`src/rtl/rom_page_pkg.sv`:
```
package rom_page_pkg;
  typedef enum logic {
    PAGE_8B  = 1'b0,
    PAGE_16B = 1'b1
  } page_size_e;

  typedef struct packed {
    logic acc;   // strobe accepted this edge
    logic rom;   // accepted strobe targets ROM
  } cyc_req_t;
endpackage

```
`src/rtl/rom_page_track.sv`:
```
module rom_page_track #(
  parameter int ADDR_W = 24,
  parameter int MIN_LG = 3
) (
  input  logic              clk_i,
  input  logic              rst_ni,
  input  rom_page_pkg::cyc_req_t req_i,
  input  logic [ADDR_W-1:0] addr_i,
  input  rom_page_pkg::page_size_e page_sz_i,
  output logic              hit_o
);
  localparam int TAG_W = ADDR_W - MIN_LG;

  logic [TAG_W-1:0] prev_q;
  logic             valid_q;
  logic [TAG_W-1:0] diff;

  // lowest tag bit is a don't-care for the wider page
  generate
    for (genvar g = 0; g < TAG_W; g++) begin : g_cmp
      if (g == 0) begin : g_lsb
        assign diff[g] = (prev_q[g] ^ addr_i[MIN_LG+g]) &&
                         (page_sz_i == rom_page_pkg::PAGE_8B);
      end else begin : g_hi
        assign diff[g] = prev_q[g] ^ addr_i[MIN_LG+g];
      end
    end
  endgenerate

  assign hit_o = valid_q && (diff == '0);

  always_ff @(posedge clk_i or negedge rst_ni) begin
    if (!rst_ni) begin
      prev_q  <= '0;
      valid_q <= 1'b0;
    end else if (req_i.acc) begin
      valid_q <= req_i.rom;
      if (req_i.rom) prev_q <= addr_i[ADDR_W-1:MIN_LG];
    end
  end
endmodule

```
`src/rtl/rom_wait_timer.sv`:
```
module rom_wait_timer #(
  parameter int WAIT_W = 3
) (
  input  logic              clk_i,
  input  logic              rst_ni,
  input  logic              load_i,
  input  logic [WAIT_W-1:0] cnt_i,
  output logic              busy_o,
  output logic              ready_o
);
  logic [WAIT_W-1:0] cnt_q;
  logic              busy_q;

  assign busy_o  = busy_q;
  assign ready_o = busy_q && (cnt_q == '0);

  always_ff @(posedge clk_i or negedge rst_ni) begin
    if (!rst_ni) begin
      cnt_q  <= '0;
      busy_q <= 1'b0;
    end else if (load_i) begin
      cnt_q  <= cnt_i;
      busy_q <= 1'b1;
    end else if (ready_o) begin
      busy_q <= 1'b0;
    end else if (busy_q) begin
      cnt_q <= cnt_q - 1'b1;
    end
  end
endmodule

```
`src/rtl/rom_wait_sel.sv`:
```
module rom_wait_sel #(
  parameter int WAIT_W = 3
) (
  input  logic              hit_i,
  input  logic [WAIT_W-1:0] wait_page_i,
  input  logic [WAIT_W-1:0] wait_norm_i,
  output logic [WAIT_W-1:0] wait_o
);
  always_comb begin
    wait_o = hit_i ? wait_page_i : wait_norm_i;
  end
endmodule

```
`src/rtl/rom_page_wait.sv`:
```
module rom_page_wait #(
  parameter int ADDR_W = 24,
  parameter int WAIT_W = 3,
  parameter int MIN_LG = 3
) (
  input  logic              clk_i,
  input  logic              rst_ni,
  input  logic              cyc_start_i,
  input  logic              rom_sel_i,
  input  logic [ADDR_W-1:0] addr_i,
  input  logic              page16_i,
  input  logic [WAIT_W-1:0] wait_page_i,
  input  logic [WAIT_W-1:0] wait_norm_i,
  output logic              ready_o
);
  import rom_page_pkg::*;

  logic        busy;
  logic        hit;
  cyc_req_t    req;
  page_size_e  page_sz;
  logic [WAIT_W-1:0] wait_sel;

  // a new strobe is taken when idle or in the completing cycle
  assign req.acc = cyc_start_i && (!busy || ready_o);
  assign req.rom = rom_sel_i;
  assign page_sz = page16_i ? PAGE_16B : PAGE_8B;

  rom_page_track #(.ADDR_W(ADDR_W), .MIN_LG(MIN_LG)) i_track (
    .clk_i     (clk_i),
    .rst_ni    (rst_ni),
    .req_i     (req),
    .addr_i    (addr_i),
    .page_sz_i (page_sz),
    .hit_o     (hit)
  );

  rom_wait_sel #(.WAIT_W(WAIT_W)) i_sel (
    .hit_i       (hit),
    .wait_page_i (wait_page_i),
    .wait_norm_i (wait_norm_i),
    .wait_o      (wait_sel)
  );

  rom_wait_timer #(.WAIT_W(WAIT_W)) i_timer (
    .clk_i   (clk_i),
    .rst_ni  (rst_ni),
    .load_i  (req.acc && req.rom),
    .cnt_i   (wait_sel),
    .busy_o  (busy),
    .ready_o (ready_o)
  );
endmodule

```
`config.mk`:
```
export PLATFORM = sky130hd
export DESIGN_NAME = rom_page_wait
export DESIGN_NICKNAME = d
export VERILOG_FILES = /design/src/rtl/rom_page_pkg.sv /design/src/rtl/rom_page_track.sv /design/src/rtl/rom_wait_timer.sv /design/src/rtl/rom_wait_sel.sv /design/src/rtl/rom_page_wait.sv
export SDC_FILE = /design/constraint.sdc
export NUM_CORES = 1
export LEC_CHECK = 0
export BUFFER_PORTS_ARGS = -buffer_cell sky130_fd_sc_hd__buf_2
export CORE_UTILIZATION = 50
export DETAILED_ROUTE_END_ITERATION = 12
export PLACE_DENSITY = 0.77
export SLEW_MARGIN = 20
export SYNTH_ARGS = -nofsm -noshare
export SYNTH_HDL_FRONTEND = slang
export SYNTH_SLANG_ARGS = --single-unit
```
`constraint.sdc`:
```
create_clock -name clk_i -period 3.2 [get_ports clk_i]
set_clock_uncertainty 0.05 [all_clocks]
set_input_delay 0.16 -clock clk_i [delete_from_list [all_inputs] [get_ports clk_i]]
set_output_delay 0.16 -clock clk_i [all_outputs]
set_load 0.05 [all_outputs]
```
==> flow_summary.ini, run 1 <==
[floorplanning]
core_mm2 = 0.00252
rows = 18
fp.dieW_um = 54.3
die_area_mm2 = 0.00295
ioPinCount = 36
start_util_pct = 54.3
die_h_um = 54.3

[cts]
cts_tree = built
clock_latency_ps = 330
clk_pin_slew_worst_paths_ps = 140
htreeDepth = 1
cts_root_buffer = clkbuf_4
clockBufferDepth = 2
cts_buffers = 3
clock-sinks = 26

[cells_and_area]
diodes = 0
area_delta_synth_final_pct = 17.2
seqCellArea_um2 = 651
nets = 185
nFillCells = 219
final_core_util_pct = 63.6
drive_gt1_share_pct = 42.2
multiInputGateArea_um2 = 688

[worst_hold_path]
hp-class = input pin to flop

[critical_path]
start_kind = flop
cp.arrival_ps = 2230
cp-end-kind = flop
cp.required_ps = 3380
worstSetupPathType = flop to flop
crit_fanout = 27

[timing]
clock.fmax_mhz = 487
setup_viol_count_final = 0
drv_slew = 0
fin_tns_setup_ps = 0
slew_headroom_pct = 47.7
hold_viol = 0
worstMarginPinSlew_ps = 783
fin_crit_ps = 2050
min_period_over_period_pct = 64.1
grt_setup_unrepaired = no

[global_routing]
grt_max_degree = 28
antenna_found_initial = 0
grt_overflow = 0
grt_pass1_vias = 927
grtUsageTotal_pct = 18.9
grt_pass1_wl_um = 3870

[logic_synthesis]
yosys-top-cells-area = dfrtp_1 48%, mux2_2 18%, xnor2_1 12%
synth.distinct_cells = 24
syn-cell-area_mm2 = 0.00137
syn_area_per_cell_um2 = 12.3
synth_fp_nets = 148
netlist_instances = 111
synth_top_area_share_pct = 47.5
yosysSeqAreaShare_pct = 47.5
ys_warn_count = 0
ys_seq_elements = 26
synth.largest_area_cell = dfrtp_1

[drt]
drt-initial-drc-count = 12
vias = 933
vias_per_cell = 5.27
drcViolationCount = 0
totalWireLength_um = 2260
ant_nets = 0
drt-wirelength-per-cell_um = 12.8
drtPass1Iterations = 4

[flow_run]
cap_viol_max_count = 0

[pwr]
p_per_area_mw_per_mm2 = 828
p_leak_nw = 0.694
irDropWorstVdd_uv = 464

[run_status]
status = finished clean

[placed_design]
routabilityCongestion = 0.719
dp_hpwl_um = 1730
port_buffers = 32
## state kept, by name, summed over array words and instances (netlist names)
| signal | count |
|---|---|
| i_track.valid_q | 1 |
| i_track.prev_q | 21 |
| i_timer.cnt_q | 3 |
| i_timer.busy_o | 1 |
## cells in the final DEF, fill, tap and decap left out, types with 3 or more instances in the layout
cell and count:
buf_2 32, clkbuf_4 3, dfrtp_1 26, inv_1 3, mux2_2 22, nand2_1 9, nand4_1 6, nor2_1 4
o211ai_1 3, xnor2_1 18, xor2_1 3
## per-layer routing
layer	share of wire [%]	routed length, um	vias to the layer above	GRT usage, %
met5	0	0	-	0
met4	2.2	49	0	8.97
met3	4.1	92	5	3.33
met2	54	1220	19	34.1
met1	40	902	451	21.3
li1	-	-	458	-
## cells by family (layout without fill, tap and decap cells)
family / count (synthesis) / after routing / share of synthesized area (%)
AND/OR/NAND/NOR: 27 / 27 / 11.8
multiplexers: 22 / 22 / 18.1
XOR/XNOR: 21 / 21 / 13.4
buffers and inverters: 5 / 41 / 2.19
flip-flops: 26 / 26 / 47.5
AO/OA/AOI/OAI: 8 / 8 / 5.12
adder cells (fa/ha/maj): 2 / 2 / 1.83
## worst paths after layout
kind / start / end / slack [ps] / depth (start not counted)
setup reg to reg: i_timer.cnt_q[0] / i_timer.cnt_q[2] / 1150 / 7
hold reg to reg: i_track.valid_q / i_track.valid_q / 470 / 2
hold / removal: addr_i[3] / i_track.prev_q[0] / 30 / 2
setup / recovery: i_timer.cnt_q[0] / i_timer.cnt_q[2] / 1150 / 7
min in group asynchronous: rst_ni / i_track.prev_q[7] / 290 / 2
max in group asynchronous: rst_ni / i_track.prev_q[14] / 2440 / 2
## power breakdown
group	switching [mW]	leakage, nW	internal [mW]
Sequential	0.113	0.308	0.496
Clock	0.0962	0.0210	0.0697
Combinational	0.238	0.365	0.315
Total	0.447	0.694	0.881
## timing repair
item | 4_1_cts | 5_1_grt
buffers inserted | 0 | 0
hold buffers | 2 | 0
resized for setup | 0 | 0
endpoints found under the hold margin | 27 | 0
## per-stage QoR
stage               area (um2)  power [mW]  hold slack [ps]  setup WS, ps  instances
finish                    1600        1.33             29.5          1150        177
global route              1600        1.44             13.5          1020        177
CTS                       1600        1.35             13.4          1130        177
detailed placement        1550        1.18              141          1150        171
global placement          1550        1.14              135          1210        171
floorplan                 1370        1.06             -186          1560        111
## cell type report
cell class                      instances  area share, %
Timing Repair Buffer                   34           11.2
Multi-Input combinational cell         80           42.9
Inverter                                3          0.702
Sequential cell                        26           40.6
Clock buffer                            4           2.26
Tap cell                               30           2.34
## synth_stat cells
cell type	n
a211oi_1	1
a21oi_4	1
a31oi_1	1
a41oi_1	1
and2_1	2
and3_4	1
buf_4	1
buf_6	1
dfrtp_1	26
ha_1	2
inv_1	3
mux2_2	22
nand2_1	9
nand2b_4	1
nand3_1	1
nand4_1	6
nor2_1	4
nor2b_1	1
nor3_1	1
nor4_4	1
o211ai_1	3
o31a_1	1
xnor2_1	18
xor2_1	3
## worst max-delay path: stages (launching register included)
cell and delay [ps]:
dfrtp_1 410, inv_1 80, ha_1 220, nand2b_4 80, a21oi_4 640, nor2b_1 210
a41oi_1 120, o31a_1 130
Note: power is estimated with default switching activity, not from simulation.
==> run 2: changes to the inputs <==
Settings changed: CORE_UTILIZATION 50 to 46, PLACE_DENSITY 0.77 to 0.75.
Clock period 3.2 ns to 1.8 ns, I/O delays scaled along.
==> run 2 against run 1 <==
  * Combinational power grew 110%
  * Routed wire length up 22%
  * Largest cell class unchanged
  * Final area up 22%
  * Critical path type unchanged
  * Sequential share of layout area shrank 7.3 points
  * Highest routed layer unchanged
  * Setup slack got worse by 1000 ps
  * Final cell count is 18% higher
  * Register-to-register slack got worse by 1000 ps
  * Global-route usage increased by 0.34 points
  * Die area is 8.4% higher
  * First-iteration DRC count increased to 3.4 times the previous value
  * Core utilization rose by 6.8 points
==> flow_summary.ini, run 2 (same netlist as run 1, synthesis figures left out) <==
[drt]
drcViolationCount = 0
vias_per_cell = 5.06
totalWireLength_um = 2770
drt-initial-drc-count = 41
drt-wirelength-per-cell_um = 13.2
ant_nets = 0
drtPass1Iterations = 4
vias = 1058

[cts]
clockBufferDepth = 2
htreeDepth = 1
cts_root_buffer = clkbuf_4
cts_tree = built
clock-sinks = 26
cts_buffers = 3
clk_pin_slew_worst_paths_ps = 130
clock_latency_ps = 310

[cells_and_area]
diodes = 0
area_delta_synth_final_pct = 43.1
nets = 216
drive_gt1_share_pct = 38.8
top_regs = i_track.prev_q: 21 flops, i_timer.cnt_q: 3 flops
final_core_util_pct = 70.4
stdcell_count = 209
final_cell_mix = 32 x buf_2, 27 x dlygate4sd3_1, 26 x dfrtp_1, 22 x mux2_2, 18 x xnor2_1
largest_reg_flops = 21
final_common_cell = buf_2
largest_register = i_track.prev_q

[critical_path]
critPathBufInv = 3
path_common_cell = buf_12
r2r_end = i_track.prev_q[11]
crit_family = flip-flops
cp-end-kind = flop
crit_slowest_cell = dfrtp_1
rr_startpoint = i_timer.cnt_q[0]
reg2reg_depth = 7
worstSetupPathType = flop to flop
r2r_slack_ps = 110
cp.required_ps = 1960
cp.arrival_ps = 1850
crit_chain = inv_1 > ha_2 > nand2b_4 > a21oi_4 > buf_12 > buf_12 > mux2_2
start_kind = flop
slowest_delay_ps = 420
crit_fanout = 11

[timing]
drv_slew = 0
min_period_over_period_pct = 94.0
grt_setup_unrepaired = no
setup_viol_count_final = 0
hold_slack_ps = 140
hold_viol = 0
clock.fmax_mhz = 591
fin_crit_ps = 1690
worstMarginPinSlew_ps = 566
fin_tns_setup_ps = 0
slew_headroom_pct = 62.3

[placed_design]
port_buffers = 32
placedCellCount = 174
routabilityCongestion = 0.841
dp_hpwl_um = 1850

[flow_run]
cap_viol_max_count = 0

[global_routing]
grtUsageTotal_pct = 19.3
grt_overflow = 0
antenna_found_initial = 0
grt_max_degree = 27
grt_pass1_wl_um = 4710
grt_pass1_vias = 1133

[pwr]
irDropWorstVdd_uv = 1080
p_leak_nw = 0.844
power_mw = 2.51
p_per_area_mw_per_mm2 = 1280

[floorplanning]
die_h_um = 56.6
die_area_mm2 = 0.00320
ioPinCount = 36
start_util_pct = 49.2
core_mm2 = 0.00278
rows = 19
fp.dieW_um = 56.6

[worst_hold_path]
whs_path_depth = 4
hp-class = input pin to flop
min-delay-start = wait_page_i[1]
min_to = i_timer.cnt_q[1]

[run_status]
status = finished clean
==> run 2: cell count changes in the layout (fill, tap and decap cells not counted) <==
cell / delta
buf_4: +2
clkbuf_16: +1
buf_12: +3
ha_1: -1
dlygate4sd3_1: +25
ha_2: +1
==> run 2: stage by stage <==
step / cell area, um2 / setup WS, ps
finish: 1960 / 109
global route: 1960 / 36.3
CTS: 1900 / 16.3
detailed placement: 1590 / 39.5
global placement: 1590 / 111
floorplan: 1370 / 157
==> run 2: worst max-delay path by stage <==
stage / startpoint / endpoint / slack [ps] / cells after the start
finish: i_timer.cnt_q[0] / i_track.prev_q[11] / 110 / 7
global route: i_timer.cnt_q[0] / i_track.prev_q[3] / 40 / 7
CTS: i_timer.cnt_q[0] / i_track.prev_q[18] / 20 / 6
detailed placement: i_timer.cnt_q[0] / i_track.prev_q[18] / 40 / 6
global placement: i_timer.cnt_q[0] / i_track.prev_q[1] / 110 / 6
floorplan: i_timer.cnt_q[0] / i_track.prev_q[12] / 160 / 6
==> run 2: timing repair <==
| action | 4_1_cts | 5_1_grt |
|---|---|---|
| endpoints found under the setup margin | 0 | 22 |
| setup buffers | 0 | 3 |
| endpoints found under the hold margin | 51 | 0 |
| gates resized for setup | 0 | 1 |
| hold buffers | 27 | 0 |
==> run 2: metal layers <==
layer  share of wire (%)  wire (um)  GRT usage [%]  vias up
li1                    -          -              -      521
met1                  42       1160           22.8      510
met2                  54       1490           35.1       25
met3                 3.6         99           3.23        2
met4                0.51         14           6.27        0
met5                   0          0              0        -
==> run 2: tightest hold or removal path, delay by kind of cell <==
family / cells / cell delay [ps]
compound gates: 1 / 80
buf+inv: 1 / 80
simple gates: 2 / 230
==> run 2: cell type report <==
type | instances | area, um2
Tap cell | 31 | 38.8
Multi-Input combinational cell | 80 | 691
Inverter | 3 | 11.3
Sequential cell | 26 | 651
Fill cell | 204 | 823
Clock buffer | 4 | 36.3
Timing Repair Buffer | 65 | 531
==> run 2: report_power, final <==
group	internal, mW	switching [mW]
Clock	0.124	0.162
Sequential	0.883	0.204
Combinational	0.681	0.459
